<file path="src/rtl/dbgf_pkg.sv">
package dbgf_pkg;

  typedef enum logic [1:0] {
    CAUSE_NONE = 2'd0,
    CAUSE_LOCK = 2'd1,
    CAUSE_DBG  = 2'd2,
    CAUSE_PMU  = 2'd3
  } cause_e;

  localparam int unsigned OFS_W = 12;
  localparam int unsigned WRD_W = OFS_W - 2;

  localparam logic [OFS_W-1:0] DBG_RSV_LAST = 12'hCFF;
  localparam logic [WRD_W-1:0] STAT_WORD    = 10'h340;
  localparam logic [WRD_W-1:0] DSCR_WORD    = 10'h341;
  localparam logic [WRD_W-1:0] PSCR_WORD    = 10'h200;

  typedef struct packed {
    logic rsvd;
    logic dbg_gated;
    logic pmu_gated;
    logic stat_hit;
    logic scr_hit;
  } ofs_cls_t;

endpackage

</file>
<file path="src/rtl/dbgf_decode.sv">
module dbgf_decode
  import dbgf_pkg::*;
#(
  parameter int unsigned N_SCR = 4,
  parameter int unsigned IDX_W = 2
) (
  input  logic             pmu_win,
  input  logic [OFS_W-1:0] addr,
  output ofs_cls_t         cls,
  output logic [IDX_W-1:0] scr_idx
);

  logic [WRD_W-1:0] word;
  logic [WRD_W-1:0] dofs;
  logic [WRD_W-1:0] pofs;

  assign word = addr[OFS_W-1:2];
  assign dofs = word - DSCR_WORD;
  assign pofs = word - PSCR_WORD;

  always_comb begin
    cls     = '0;
    scr_idx = '0;
    if (!pmu_win) begin
      cls.rsvd      = (addr <= DBG_RSV_LAST);
      cls.dbg_gated = (addr[11:8] == 4'h4) || (addr[11:8] == 4'h8);
      cls.stat_hit  = (word == STAT_WORD);
      cls.scr_hit   = (dofs < WRD_W'(N_SCR));
      scr_idx       = dofs[IDX_W-1:0];
    end else begin
      cls.rsvd      = (addr[11:8] == 4'h0) || (addr[11:7] == 5'b01000);
      cls.pmu_gated = cls.rsvd;
      cls.scr_hit   = (pofs < WRD_W'(N_SCR));
      scr_idx       = pofs[IDX_W-1:0];
    end
  end

endmodule

</file>
<file path="src/rtl/dbgf_prio.sv">
module dbgf_prio
  import dbgf_pkg::*;
(
  input  ofs_cls_t cls,
  input  logic     pwr_on,
  input  logic     dlock,
  input  logic     oslock,
  input  logic     dbg_en,
  input  logic     pmu_en,
  output cause_e   cause
);

  logic lock_flt;
  assign lock_flt = !pwr_on || dlock || oslock;

  always_comb begin
    if (!cls.rsvd)                    cause = CAUSE_NONE;
    else if (lock_flt)                cause = CAUSE_LOCK;
    else if (cls.dbg_gated && !dbg_en) cause = CAUSE_DBG;
    else if (cls.pmu_gated && !pmu_en) cause = CAUSE_PMU;
    else                              cause = CAUSE_NONE;
  end

endmodule

</file>
<file path="src/rtl/dbgf_regs.sv">
module dbgf_regs #(
  parameter int unsigned N_SCR  = 4,
  parameter int unsigned IDX_W  = 2,
  parameter int unsigned DW     = 32,
  parameter int unsigned STAT_W = 8
) (
  input  logic              clk,
  input  logic              rst_n,
  input  logic              scr_wr,
  input  logic              pmu_win,
  input  logic [IDX_W-1:0]  scr_idx,
  input  logic [DW-1:0]     wdata,
  input  logic              stat_rd,
  input  logic              dlock,
  input  logic [STAT_W-1:0] evt,
  output logic [DW-1:0]     scr_rdata,
  output logic [STAT_W-1:0] stat_q
);

  logic [DW-1:0] scr_q [2][N_SCR];

  for (genvar w = 0; w < 2; w++) begin : g_bank
    for (genvar i = 0; i < N_SCR; i++) begin : g_word
      logic we;
      assign we = scr_wr && (pmu_win == w[0]) && (scr_idx == IDX_W'(i));
      always_ff @(posedge clk or negedge rst_n) begin
        if (!rst_n)  scr_q[w][i] <= '0;
        else if (we) scr_q[w][i] <= wdata;
      end
    end
  end

  assign scr_rdata = scr_q[pmu_win][scr_idx];

  logic              stat_clr;
  logic [STAT_W-1:0] stat_d;

  assign stat_clr = stat_rd && !dlock;

  always_comb begin
    if (stat_clr) stat_d = evt;
    else          stat_d = stat_q | evt;
  end

  always_ff @(posedge clk or negedge rst_n) begin
    if (!rst_n) stat_q <= '0;
    else        stat_q <= stat_d;
  end


  dlock_keeps_chk: assert property (@(posedge clk) disable iff (!rst_n)
    (stat_rd && dlock) |=> ((stat_q & $past(stat_q)) == $past(stat_q)));


  evt_wins_chk: assert property (@(posedge clk) disable iff (!rst_n)
    (evt != '0) |=> ((stat_q & $past(evt)) == $past(evt)));

endmodule

</file>
<file path="src/rtl/dbg_access_filter.sv">
module dbg_access_filter
  import dbgf_pkg::*;
#(
  parameter int unsigned N_SCR        = 4,
  parameter int unsigned DW           = 32,
  parameter int unsigned STAT_W       = 8,
  parameter bit          ERR_NOT_RES0 = 1'b1
) (
  input  logic              clk,
  input  logic              rst_n,
  input  logic              req_sel,
  input  logic              req_wr,
  input  logic              req_pmu,
  input  logic [11:0]       req_addr,
  input  logic [DW-1:0]     req_wdata,
  input  logic              pwr_on,
  input  logic              dlock,
  input  logic              oslock,
  input  logic              ext_dbg_en,
  input  logic              ext_pmu_en,
  input  logic [STAT_W-1:0] evt,
  output logic              rsp_valid,
  output logic              rsp_err,
  output logic [1:0]        rsp_cause,
  output logic [DW-1:0]     rsp_rdata
);

  localparam int unsigned IDX_W = (N_SCR > 1) ? $clog2(N_SCR) : 1;

  ofs_cls_t          cls;
  logic [IDX_W-1:0]  scr_idx;
  cause_e            cause;
  logic              refused;
  logic              scr_wr;
  logic              stat_rd;
  logic [DW-1:0]     scr_rdata;
  logic [STAT_W-1:0] stat_q;
  logic [DW-1:0]     rd_word;

  dbgf_decode #(.N_SCR(N_SCR), .IDX_W(IDX_W)) u_decode (
    .pmu_win (req_pmu),
    .addr    (req_addr),
    .cls     (cls),
    .scr_idx (scr_idx)
  );

  dbgf_prio u_prio (
    .cls    (cls),
    .pwr_on (pwr_on),
    .dlock  (dlock),
    .oslock (oslock),
    .dbg_en (ext_dbg_en),
    .pmu_en (ext_pmu_en),
    .cause  (cause)
  );

  assign refused = (cause != CAUSE_NONE);
  assign scr_wr  = req_sel && req_wr && cls.scr_hit;
  assign stat_rd = req_sel && !req_wr && cls.stat_hit;

  dbgf_regs #(.N_SCR(N_SCR), .IDX_W(IDX_W), .DW(DW), .STAT_W(STAT_W)) u_regs (
    .clk       (clk),
    .rst_n     (rst_n),
    .scr_wr    (scr_wr),
    .pmu_win   (req_pmu),
    .scr_idx   (scr_idx),
    .wdata     (req_wdata),
    .stat_rd   (stat_rd),
    .dlock     (dlock),
    .evt       (evt),
    .scr_rdata (scr_rdata),
    .stat_q    (stat_q)
  );

  always_comb begin
    rd_word = '0;
    if (!req_wr && !refused) begin
      if (cls.stat_hit)     rd_word = {{(DW-STAT_W){1'b0}}, stat_q};
      else if (cls.scr_hit) rd_word = scr_rdata;
    end
  end

  logic          vld_d, err_d;
  logic [1:0]    cause_d;
  logic [DW-1:0] rdata_d;

  always_comb begin
    vld_d   = req_sel;
    err_d   = req_sel && refused && ERR_NOT_RES0;
    cause_d = req_sel ? cause : CAUSE_NONE;
    rdata_d = req_sel ? rd_word : '0;
  end

  always_ff @(posedge clk or negedge rst_n) begin
    if (!rst_n) begin
      rsp_valid <= 1'b0;
      rsp_err   <= 1'b0;
      rsp_cause <= 2'd0;
      rsp_rdata <= '0;
    end else begin
      rsp_valid <= vld_d;
      rsp_err   <= err_d;
      rsp_cause <= cause_d;
      rsp_rdata <= rdata_d;
    end
  end


  rsp_follows_sel_chk: assert property (@(posedge clk) disable iff (!rst_n)
    req_sel |=> rsp_valid);


  idle_no_rsp_chk: assert property (@(posedge clk) disable iff (!rst_n)
    !req_sel |=> !rsp_valid);


  reject_style_chk: assert property (@(posedge clk) disable iff (!rst_n)
    (rsp_valid && rsp_cause != 2'd0) |-> (rsp_rdata == '0 && rsp_err == ERR_NOT_RES0));


  lock_first_chk: assert property (@(posedge clk) disable iff (!rst_n)
    (req_sel && cls.rsvd && (!pwr_on || dlock || oslock)) |=> (rsp_cause == 2'd1));

endmodule

</file>
<file path="config.mk">
export PLATFORM = sky130hd
export DESIGN_NAME = dbg_access_filter
export DESIGN_NICKNAME = d
export VERILOG_FILES = /design/src/rtl/dbgf_pkg.sv /design/src/rtl/dbgf_decode.sv /design/src/rtl/dbgf_prio.sv /design/src/rtl/dbgf_regs.sv /design/src/rtl/dbg_access_filter.sv
export SDC_FILE = /design/constraint.sdc
export NUM_CORES = 1
export LEC_CHECK = 0
export CORE_AREA = 3 3 165 167
export DETAILED_ROUTE_END_ITERATION = 10
export DIE_AREA = 0 0 168 170
export MAX_ROUTING_LAYER = met4
export PLACE_DENSITY = 0.83
export SYNTH_ARGS = -nofsm -noshare
export SYNTH_HDL_FRONTEND = slang
export SYNTH_HIERARCHICAL = 1
export SYNTH_SLANG_ARGS = --single-unit
</file>
<file path="constraint.sdc">
create_clock -name clk -period 1.3 [get_ports clk]
set_input_delay 0.325 -clock clk [delete_from_list [all_inputs] [get_ports clk]]
set_output_delay 0.325 -clock clk [all_outputs]
set_load 0.03 [all_outputs]
</file>
==> results by group <==
Die
  – Die Wd: 168 um
  – Num rows: 59
  – DIE AREA: 28600 um^2
  – Die Span Y: 170 um
  – Initial core utilization: 0.525
  – Core area: 25900 um^2
  – I/O pin count: about 100

Timing
  – Max-slew violation count: 0
  – Setup TNS: -200.46 ns
  – Setup ws final: -0.784 ns
  – Final setup viols: 332
  – Hold Violations, Final: 0
  – Final Critical Period: 2.08 ns
  – Slew margin rel.: 0.725
  – Maximum clock rate: 0.480 GHz
  – Worst-case clock skew: about 0.033 ns
  – RSZ-0062 raised after global routing: true
  – Slew @ Worst Pin: 0.412 ns
  – Final period utilization: 1.60

Layout
  – Synth-to-Final Area Change: 38.5%
  – Final non-filler cell total: between 1k and 1.5k
  – Commonest cells after routing, fill and taps aside: dfrtp_1, mux2_4, mux2_2
  – # diodes: 0
  – Share of cells above drive strength 1: 0.615
  – Design area: 18800 um^2
  – Multi-input gate area: 6640 um^2
  – Layout Nets: approximately 1.1k
  – Register Area: 7510 um^2
  – Fillers: 1369
  – Commonest non-fill, non-tap cell in the layout: dfrtp_1

Synth
  – Yosys warns: 6
  – Seq/Total Area, Yosys: 0.552
  – Synth area leaders: dfrtp_1, mux2_2, mux4_2
  – Synth area leader: dfrtp_1
  – Seq cells post-synth: 300
  – Ys async rst share: 1.00
  – Synth Area per Inst: roughly 16 um^2
  – Cell count after synthesis: 842
  – Top cell type's share of synthesized area: 0.552
  – Post-Syn Nets: roughly 910
  – Mapped cell area: 13600 um^2
  – Yosys cell types: 48
  – Dominant synthesized flop cell: dfrtp_1
  – Number of flops mapped to enable cells by yosys: 0

Global route
  – Largest net degree at the start of global routing: between 50 and 60
  – Global-route wire length before repair: just under 60000 um
  – Antenna violations before repair: 0
  – GRT Resource Usage Total: 0.279
  – GRT Residual Overflow: 0
  – Vias in the first global route: 9436

Job
  – Maxcap violations: 0

Power
  – Power Density: roughly 1100 nW/um^2
  – Total power: just over 20000 uW
  – Worst VDD drop: 1.04 mV
  – LEAKAGE: between 0.009 and 0.01 uW

Place
  – Placement Setup Slack: -1.69 ns
  – Dpl cells: approximately 1.3k
  – Port-buffer cells: 95
  – Placed cell area: 15600 um^2
  – Hpwl dp: 18700 um
  – RePlAce Congestion: 0.803

Outcome
  – Status: finished with violations
  – Violated checks: setup timing

Detailed routing
  – Via count: 8959
  – DRC viols: 0
  – 1st-iter DRT viols: 817
  – TritonRoute pass-1 iters: 8
  – Remaining antenna violation count: 0
  – Vias per cell: approximately 6.3
  – Routed WL: approximately 43000 um
  – DR WL/cell: 30.1 um

Hold path
  – Hold Path Class: input port to async pin

Worst setup path
  – Setup CP Type: input port to flip-flop
  – Worst Path Max Fanout: 7
  – WP data arrival: 2.51 ns
  – Crit start category: input port
  – CP Capture Type: flip-flop
  – Critical Path RT: between 1.5 and 2 ns

Clocking
  – Total CTS buffers: 31
  – Num Clock Sinks: 300
  – Clk Latency, worst-skew pair: 0.57 ns
  – Clk pin slew, worst setup/hold paths: 0.06 ns
  – Root buffer cell: clkbuf_16
  – Clock Path Buffers: 3
  – Htree depth: 1
  – CTS tree: done
==> power by group <==
part / total (uW) / internal (uW) / switching [uW] / leakage [uW]
Clock: 9360 / 5580 / 3770 / 0.000530
Combinational: 1720 / 802 / 915 / 0.00442
Sequential: 9420 / 9390 / 33.3 / 0.00414
==> flip-flops by register name, summed over array words and instances, names as in the netlist <==
| name | flops |
|---|---|
| u_regs/stat_q | 8 |
| u_regs/scr_q | 256 |
| rsp_valid | 1 |
| rsp_cause | 2 |
| rsp_rdata | 32 |
| rsp_err | 1 |
==> synthesized netlist by cell type, types with 2 or more instances <==
master / instances
mux2_2: 265
dfrtp_1: 300
ha_1: 2
mux2_4: 8
nor4bb_1: 4
nand2b_1: 3
xnor2_1: 2
nand4_1: 2
nor2_1: 3
nand3_1: 2
a21o_1: 8
mux4_2: 64
buf_6: 8
buf_12: 4
buf_2: 27
nand4b_4: 2
o21ai_0: 2
a21oi_1: 10
nand2_1: 10
nand3b_1: 9
nor3_2: 22
clkbuf_1: 6
and2_1: 2
buf_4: 11
inv_1: 26
mux2_1: 15
nor3_1: 2
buf_1: 2
and3_1: 2
==> per-layer routing <==
| layer | vias up | track usage | wire, um |
|---|---|---|---|
| li1 | 3530 | - | - |
| met1 | 4767 | 0.354 | 16500 |
| met2 | 500 | 0.444 | 20800 |
| met3 | 162 | 0.0606 | 3220 |
| met4 | 0 | 0.106 | 2030 |
| met5 | - | - | 0 |
==> area by class of cell <==
type / count / share of cell area
Tap cell: 335 / 0.0223
Inverter: 26 / 0.00518
Timing Repair Buffer: 239 / 0.164
Clock buffer: 49 / 0.0528
Clock inverter: 5 / 0.00432
Sequential cell: 300 / 0.399
Multi-Input combinational cell: 457 / 0.353
==> kinds of logic (layout without fill, tap and decap cells) <==
logic type / Yosys count / after routing / share of synthesized area
AOI/OAI and AO/OA: 25 / 25 / 0.0118
xor gates and xnor gates: 2 / 2 / 0.00129
adders and majority gates: 2 / 2 / 0.00184
buffers and inverters: 85 / 319 / 0.0389
DFF: 300 / 300 / 0.552
muxes: 353 / 353 / 0.348
and+or+nand+nor: 75 / 75 / 0.0463
==> per-stage QoR <==
step / util / hold WS, ns
floorplan: - / 0.0294
global placement: 0.601 / 0.238
detailed placement: 0.601 / 0.235
CTS: 0.706 / 0.260
global route: 0.727 / 0.269
finish: 0.727 / 0.258
==> what timing repair did <==
item / CTS / global route
endpoints found under the hold margin: 105 / 0
pin swaps: 15 / 31
setup buffers: 33 / 10
setup endpoints to repair: 335 / 332
gates resized for setup: 265 / 108
cloned: 21 / 8
hold buffers: 1 / 0
==> worst paths after layout <==
path / from / endpoint / depth (start not counted) / slack [ns]
setup / recovery: req_addr[9] / u_regs/scr_q[81] / 11 / -0.78
hold / removal: rst_n / u_regs/scr_q[133] / 2 / 0.26
setup reg to reg: u_regs/scr_q[3] / rsp_rdata[3] / 4 / -0.31
hold reg to reg: u_regs/scr_q[142] / u_regs/scr_q[142] / 1 / 0.50
max in group asynchronous: rst_n / rsp_rdata[16] / 3 / 0.47
min in group clk: evt[1] / u_regs/stat_q[1] / 2 / 0.33
==> worst max-delay path, cell delays in order <==
cell and delay [ns]:
buf_8 0.10, buf_6 0.12, nor2_4 0.11, nand4_1 0.18
o41ai_4 0.33, and3_4 0.31, buf_4 0.15, nand4b_4 0.22
buf_6 0.22, buf_8 0.14, mux2_2 0.29
Power figures use the tool's default switching activity.
